### src/rtl/spi_regacc_pkg.sv
// Shared constants, state type and command encoding for the serial register
// access master. Assumes 5-bit register numbers and byte-wide data.
package spi_regacc_pkg;
    localparam int REG_W   = 5;
    localparam int BYTE_W  = 8;
    localparam int FRAME_W = 2 * BYTE_W;

    typedef enum logic [1:0] {XS_IDLE, XS_SHIFT, XS_GAP} xfer_state_e;

    // Command byte: register number on top, write flag at bit 1.
    function automatic logic [BYTE_W-1:0] build_cmd(input logic [REG_W-1:0] reg_no,
                                                    input logic is_write);
        build_cmd = {reg_no, 1'b0, is_write, 1'b0};
    endfunction
endpackage

### src/rtl/spi_regacc_tick.sv
// Half-period timer: while enabled, pulses tick every DIV clocks.
// Assumes DIV >= 1. The count restarts from zero whenever en is low.
module spi_regacc_tick #(
    parameter int DIV = 4
) (
    input  logic clk,
    input  logic rst_n,
    input  logic en,
    output logic tick
);
    localparam int CW = (DIV > 1) ? $clog2(DIV) : 1;
    localparam logic [CW-1:0] LAST = CW'(DIV - 1);

    logic [CW-1:0] cnt;

    assign tick = en && (cnt == LAST);

    // Count clocks inside one half-period, wrapping on tick.
    always_ff @(posedge clk) begin
        if (!rst_n || !en || tick) cnt <= '0;
        else                       cnt <= cnt + 1'b1;
    end

    p_cnt_range_r7: assert property (@(posedge clk) disable iff (!rst_n)
        !en |=> (cnt == '0));
endmodule

### src/rtl/spi_regacc_shift.sv
// Frame shift register pair: transmit word out MSB first, receive word in
// LSB side. Assumes load and shift are never requested together.
module spi_regacc_shift #(
    parameter int W = 16
) (
    input  logic         clk,
    input  logic         rst_n,
    input  logic         load,
    input  logic [W-1:0] load_val,
    input  logic         shift,
    input  logic         miso_in,
    output logic         tx_msb,
    output logic [W-1:0] rx_word
);
    logic [W-1:0] tx_q;

    assign tx_msb = tx_q[W-1];

    // Load the outgoing word or advance both registers by one bit.
    always_ff @(posedge clk) begin
        if (!rst_n) begin
            tx_q    <= '0;
            rx_word <= '0;
        end else if (load) begin
            tx_q    <= load_val;
        end else if (shift) begin
            tx_q    <= {tx_q[W-2:0], 1'b0};
            rx_word <= {rx_word[W-2:0], miso_in};
        end
    end

    p_no_load_shift_r3: assert property (@(posedge clk) disable iff (!rst_n)
        !(load && shift));
endmodule

### src/rtl/spi_regacc_master.sv
// Serial register access master: accepts one register read or write when
// idle and runs a two-byte full-duplex frame under an active-low select.
// It returns the two bytes received. Assumes the peripheral holds MISO
// stable at the end of each SCLK high phase.
module spi_regacc_master
    import spi_regacc_pkg::*;
#(
    parameter int DIV = 4
) (
    input  logic              clk,
    input  logic              rst_n,
    input  logic              req_valid,
    input  logic              req_write,
    input  logic [REG_W-1:0]  req_addr,
    input  logic [BYTE_W-1:0] req_wdata,
    output logic              busy,
    output logic              done,
    output logic [BYTE_W-1:0] status_out,
    output logic [BYTE_W-1:0] rdata_out,
    output logic              spi_sclk,
    output logic              spi_ss_n,
    output logic              spi_mosi,
    input  logic              spi_miso
);
    localparam int BW = $clog2(FRAME_W);
    localparam logic [BW-1:0] LAST_BIT = BW'(FRAME_W - 1);
    localparam int HW = $clog2(DIV + 1);

    xfer_state_e       state;
    logic              phase_hi;
    logic [BW-1:0]     bit_idx;
    logic              tick;
    logic              accept;
    logic              shift_en;
    logic              tx_msb;
    logic [FRAME_W-1:0] rx_word;
    logic [FRAME_W-1:0] frame_out;

    assign accept    = (state == XS_IDLE) && req_valid;
    assign shift_en  = (state == XS_SHIFT) && phase_hi && tick;
    assign frame_out = {build_cmd(req_addr, req_write), req_write ? req_wdata : '0};

    assign busy     = (state != XS_IDLE);
    assign spi_ss_n = (state != XS_SHIFT);
    assign spi_sclk = (state == XS_SHIFT) && phase_hi;
    assign spi_mosi = (state == XS_SHIFT) && tx_msb;

    spi_regacc_tick #(.DIV(DIV)) tick_i (
        .clk   (clk),
        .rst_n (rst_n),
        .en    (busy),
        .tick  (tick)
    );

    spi_regacc_shift #(.W(FRAME_W)) shift_i (
        .clk      (clk),
        .rst_n    (rst_n),
        .load     (accept),
        .load_val (frame_out),
        .shift    (shift_en),
        .miso_in  (spi_miso),
        .tx_msb   (tx_msb),
        .rx_word  (rx_word)
    );

    // Frame sequencer: idle, 16 low/high bit phases, select-high gap.
    always_ff @(posedge clk) begin
        if (!rst_n) begin
            state      <= XS_IDLE;
            phase_hi   <= 1'b0;
            bit_idx    <= '0;
            done       <= 1'b0;
            status_out <= '0;
            rdata_out  <= '0;
        end else begin
            done <= 1'b0;
            case (state)
                XS_IDLE: begin
                    if (req_valid) begin
                        state    <= XS_SHIFT;
                        phase_hi <= 1'b0;
                        bit_idx  <= '0;
                    end
                end
                XS_SHIFT: begin
                    if (tick) begin
                        phase_hi <= !phase_hi;
                        if (phase_hi) begin
                            bit_idx <= bit_idx + 1'b1;
                            if (bit_idx == LAST_BIT) state <= XS_GAP;
                        end
                    end
                end
                XS_GAP: begin
                    if (tick) begin
                        state      <= XS_IDLE;
                        done       <= 1'b1;
                        status_out <= rx_word[FRAME_W-1 -: BYTE_W];
                        rdata_out  <= rx_word[BYTE_W-1:0];
                    end
                end
                default: state <= XS_IDLE;
            endcase
        end
    end

    // Run length of select-high clocks, saturating at DIV, for the gap check.
    logic [HW-1:0] ss_hi_run;
    always_ff @(posedge clk) begin
        if (!rst_n)                 ss_hi_run <= HW'(DIV);
        else if (!spi_ss_n)         ss_hi_run <= '0;
        else if (ss_hi_run < HW'(DIV)) ss_hi_run <= ss_hi_run + 1'b1;
    end

    p_done_single_r9: assert property (@(posedge clk) disable iff (!rst_n)
        done |=> !done);
    p_done_idle_r9: assert property (@(posedge clk) disable iff (!rst_n)
        done |-> !busy);
    p_sclk_in_frame_r3: assert property (@(posedge clk) disable iff (!rst_n)
        spi_sclk |-> !spi_ss_n);
    p_mosi_hold_r7: assert property (@(posedge clk) disable iff (!rst_n)
        (spi_sclk && $past(spi_sclk)) |-> $stable(spi_mosi));
    p_ss_gap_r10: assert property (@(posedge clk) disable iff (!rst_n)
        $fell(spi_ss_n) |-> (ss_hi_run >= HW'(DIV)));
endmodule

### config.mk
export PLATFORM = sky130hd
export DESIGN_NAME = spi_regacc_master
export DESIGN_NICKNAME = d
export VERILOG_FILES = /design/src/rtl/spi_regacc_pkg.sv /design/src/rtl/spi_regacc_tick.sv /design/src/rtl/spi_regacc_shift.sv /design/src/rtl/spi_regacc_master.sv
export SDC_FILE = /design/constraint.sdc
export NUM_CORES = 1
export LEC_CHECK = 0
export ABC_AREA = 1
export BUFFER_PORTS_ARGS = -buffer_cell sky130_fd_sc_hd__buf_4
export CAP_MARGIN = 20
export CORE_MARGIN = 3
export CORE_UTILIZATION = 49
export DETAILED_ROUTE_END_ITERATION = 8
export PLACE_DENSITY = 0.81
export SLEW_MARGIN = 15
export SYNTH_ARGS = -nofsm -noshare
export SYNTH_HDL_FRONTEND = slang
export SYNTH_SLANG_ARGS = --single-unit
### constraint.sdc
create_clock -name clk -period 1.35 [get_ports clk]
set_input_delay 0.27 -clock clk [delete_from_list [all_inputs] [get_ports clk]]
set_output_delay 0.27 -clock clk [all_outputs]
set_load 0.1 [all_outputs]
==> flow_summary.yaml <==
run_status:
  status: "complete, but fails checks"
  violated_checks: "negative setup slack"
route:
  post_route_wl_um: 5212
  detail_route.drc_violations: 0
  viasPerCell: 5.120
  detail-route-antenna-nets: 0
  drt_iter0_drc: 96
  num_vias: 2181
  route.detailed.wl_per_inst_um: 12.23
  detail_route.first_pass.iterations: 4
die:
  effective_utilization_at_floorplan_pct: 51.64
  die-height_um: 74.21
  placeableCoreArea_sq_um: 4414
  io_pins: 39
  fp.dieArea_sq_um: 5507
  placement_rows: 24
  die_w_um: 74.21
global_route:
  grt_pass1_vias: 1917
  grt_usage_pct: 18.48
  overflow: 0
  grt_first_pass_wirelength_um: 7872
  antenna_violations_before_repair: 0
  largest_net_degree_at_the_start_of_global_routing: 36
setup_path:
  critPathKind: "flip-flop to output pin"
  path_max_fanout: 5
  critPathCaptureType: "output pin"
  worstPathRequired_ns: 1.08
  cp_data_arrival_time_ns: 1.15
  critical_path.reg2reg.startpoint: "state[1]"
  timing.rr.end: "shift_i.rx_word[5]"
  reg2regPathDepth: 8
  critical_path.endpoint: "spi_sclk"
  setup.worst_path.start_class: "flip-flop"
  r2r_setup_slack_ns: -0.05
  crit_path_start: "state[1]"
synth:
  ys_types: 16
  syn_area_per_cell_sq_um: 7.330
  gate_count_after_technology_mapping: 311
  yosys_register_bits: 58
  yosysWarningCount: 0
  post_synth_instance_area_sq_um: 2280
  synth_seq_area_share_pct: 50.93
  postSynthNetCount: 331
cts:
  clockRootBuffer: "sky130_fd_sc_hd__clkbuf_8"
  worst_setup_hold_path_clk_slew_ns: 0.06
  cts_made_buffers: 9
  ctsHoldBuffers: 0
  clock_tree_from_tritoncts: "done"
  clock_sink_count: 58
  htreeDepth: 3
  clk-insertion-delay-late_ns: 0.32
  clockBufferDepth: 2
timing:
  timing.setup.tns_ns: -0.7826
  max-slew-margin-rel_pct: 79.83
  timing.final.crit_share_pct: 105.4
  setup_viol: 32
  min_period_ns: 1.423
  maxClockFrequency_ghz: 0.7028
  timing_worst_slew_pin_value_ns: 0.3026
  setup_repair_after_global_routing_missed_its_margin: "true"
  hold_viol_final: 0
  setup_slack_after_layout_ns: -0.07298
  worst_clock_skew_ns: 0.005426
  final_max_slew_viol_count: 0
final_layout:
  antenna-diode-count: 0
  final_net_count: 389
  drive_above_1_share_pct: 28.34
  area_growth_syn_to_fin_pct: 38.58
power_and_ir_drop:
  static-leakage-power_nw: 1.337
  power.density_cell_area_nw_per_um2: 1641
  vdd.ir_drop.worst_v: 0.001122
placed_design:
  place.detailed.hpwl_um: 3140
  place_congestion: 0.7429
  post-place-ws_ns: 0.01587
  io_buffer_count: 38
job:
  max_cap_viol_count: 0
hold_path:
  min-delay-path-class: "input port to flip-flop"
  hold-path-cell-count: 3
==> final cells by class <==
class                           count  area, sq um
Clock buffer                       14        172.7
Clock inverter                      2        10.01
Fill cell                         322         1255
Inverter                           37        143.9
Multi-Input combinational cell    200        999.7
Sequential cell                    58         1170
Tap cell                           52        65.06
Timing Repair Buffer               63        598.1
==> critical path, cell delays in order, from the launching register on <==
cell and delay (ns):
sky130_fd_sc_hd__dfxtp_4 0.37, sky130_fd_sc_hd__inv_4 0.08, sky130_fd_sc_hd__nand2_8 0.07, sky130_fd_sc_hd__nor2_4 0.13, sky130_fd_sc_hd__buf_12 0.18
==> routing by layer <==
metal | up-vias | part of all wire (%) | global-route usage (%)
met4 | 0 | 2.3 | 11.26
met1 | 1000 | 45 | 22.34
met5 | - | 0 | 0
met3 | 12 | 4.1 | 4.595
met2 | 53 | 49 | 29.63
li1 | 1116 | - | -
==> what timing repair did <==
item,in CTS,in global routing
gates cloned,0,3
pin swaps,3,8
setup endpoints to repair,6,33
setup buffers,6,4
gates resized for setup,25,14
==> cell usage after synthesis <==
master / number / area, sq um
sky130_fd_sc_hd__buf_2: 1 / 5.000
sky130_fd_sc_hd__nand3_1: 19 / 95.09
sky130_fd_sc_hd__inv_2: 1 / 3.750
sky130_fd_sc_hd__a21oi_1: 47 / 235.2
sky130_fd_sc_hd__o21ai_0: 32 / 160.2
sky130_fd_sc_hd__dfxtp_1: 58 / 1161
sky130_fd_sc_hd__buf_4: 2 / 15.01
sky130_fd_sc_hd__clkbuf_1: 12 / 45.04
sky130_fd_sc_hd__nor2_2: 1 / 6.260
sky130_fd_sc_hd__inv_1: 36 / 135.1
sky130_fd_sc_hd__ha_1: 2 / 25.02
sky130_fd_sc_hd__buf_1: 1 / 3.750
sky130_fd_sc_hd__nand2_1: 81 / 304.0
sky130_fd_sc_hd__nor3_4: 1 / 16.27
sky130_fd_sc_hd__nor2_1: 15 / 56.30
sky130_fd_sc_hd__nand2_2: 2 / 12.51
==> through the flow <==
stage	power [mW]	hold slack (ns)	cells	util, %	instance area (sq um)
floorplan	2.991	0.3992	311	-	2313
global placement	3.330	0.4048	398	61.56	2718
detailed placement	3.355	0.4360	398	61.56	2718
CTS	5.061	0.1822	419	68.42	3020
global route	5.435	0.1972	426	71.57	3159
finish	5.185	0.1960	426	71.57	3159
==> cell families (layout without fill, tap and decap cells) <==
logic type | after synthesis | in the layout | synth area share, %
AND/OR/NAND/NOR | 119 | 119 | 21.51
flip-flops | 58 | 58 | 50.93
adder cells (fa/ha/maj) | 2 | 2 | 1.098
AO/OA/AOI/OAI | 79 | 79 | 17.34
buffers and inverters | 53 | 116 | 9.110
==> flip-flops by register name, indices dropped and copies added (netlist names) <==
name	cells
status_out	8
state	2
phase_hi	1
shift_i.tx_q	16
tick_i.cnt	2
rdata_out	8
bit_idx	4
shift_i.rx_word	16
done	1
==> worst min-delay path by stage <==
| stage | from | to | slack, ns |
|---|---|---|---|
| after global routing | req_wdata[4] | shift_i.tx_q[4] | 0.20 |
| after floorplan | tick_i.cnt[0] | tick_i.cnt[0] | 0.40 |
| after global placement | tick_i.cnt[0] | tick_i.cnt[0] | 0.40 |
| after detailed placement | tick_i.cnt[0] | tick_i.cnt[0] | 0.44 |
| after CTS | req_wdata[7] | shift_i.tx_q[7] | 0.18 |
| final | req_wdata[7] | shift_i.tx_q[7] | 0.20 |
==> cell usage in the layout, fill, tap and decap left out <==
cell type / Yosys / final
sky130_fd_sc_hd__buf_4: 2 / 51
sky130_fd_sc_hd__a21oi_2: 0 / 6
sky130_fd_sc_hd__dfxtp_1: 58 / 55
sky130_fd_sc_hd__nand2_1: 81 / 77
sky130_fd_sc_hd__nand3_2: 0 / 2
sky130_fd_sc_hd__inv_1: 36 / 32
sky130_fd_sc_hd__buf_12: 0 / 6
sky130_fd_sc_hd__nand2_2: 2 / 5
sky130_fd_sc_hd__nor2_1: 15 / 11
sky130_fd_sc_hd__a21oi_1: 47 / 41
sky130_fd_sc_hd__clkbuf_16: 0 / 2
sky130_fd_sc_hd__nor2_2: 1 / 1
sky130_fd_sc_hd__buf_6: 0 / 4
sky130_fd_sc_hd__clkinv_2: 0 / 2
sky130_fd_sc_hd__dfxtp_2: 0 / 1
sky130_fd_sc_hd__nor3_4: 1 / 1
sky130_fd_sc_hd__o21ai_1: 0 / 3
sky130_fd_sc_hd__nor2_4: 0 / 4
sky130_fd_sc_hd__clkbuf_1: 12 / 2
sky130_fd_sc_hd__nand3_1: 19 / 17
sky130_fd_sc_hd__dfxtp_4: 0 / 2
sky130_fd_sc_hd__inv_2: 1 / 3
sky130_fd_sc_hd__nand2_8: 0 / 1
sky130_fd_sc_hd__clkbuf_8: 0 / 12
sky130_fd_sc_hd__ha_2: 0 / 1
sky130_fd_sc_hd__ha_1: 2 / 1
sky130_fd_sc_hd__inv_4: 0 / 2
sky130_fd_sc_hd__o21ai_0: 32 / 29
==> where the power goes <==
part	total (mW)	internal (mW)	switching (mW)
sequential	1.98	1.87	0.115
clock	1.46	0.812	0.644
combinational	1.75	0.680	1.07
total	5.18	3.36	1.83
No activity file was read; power rests on OpenSTA's default activity.
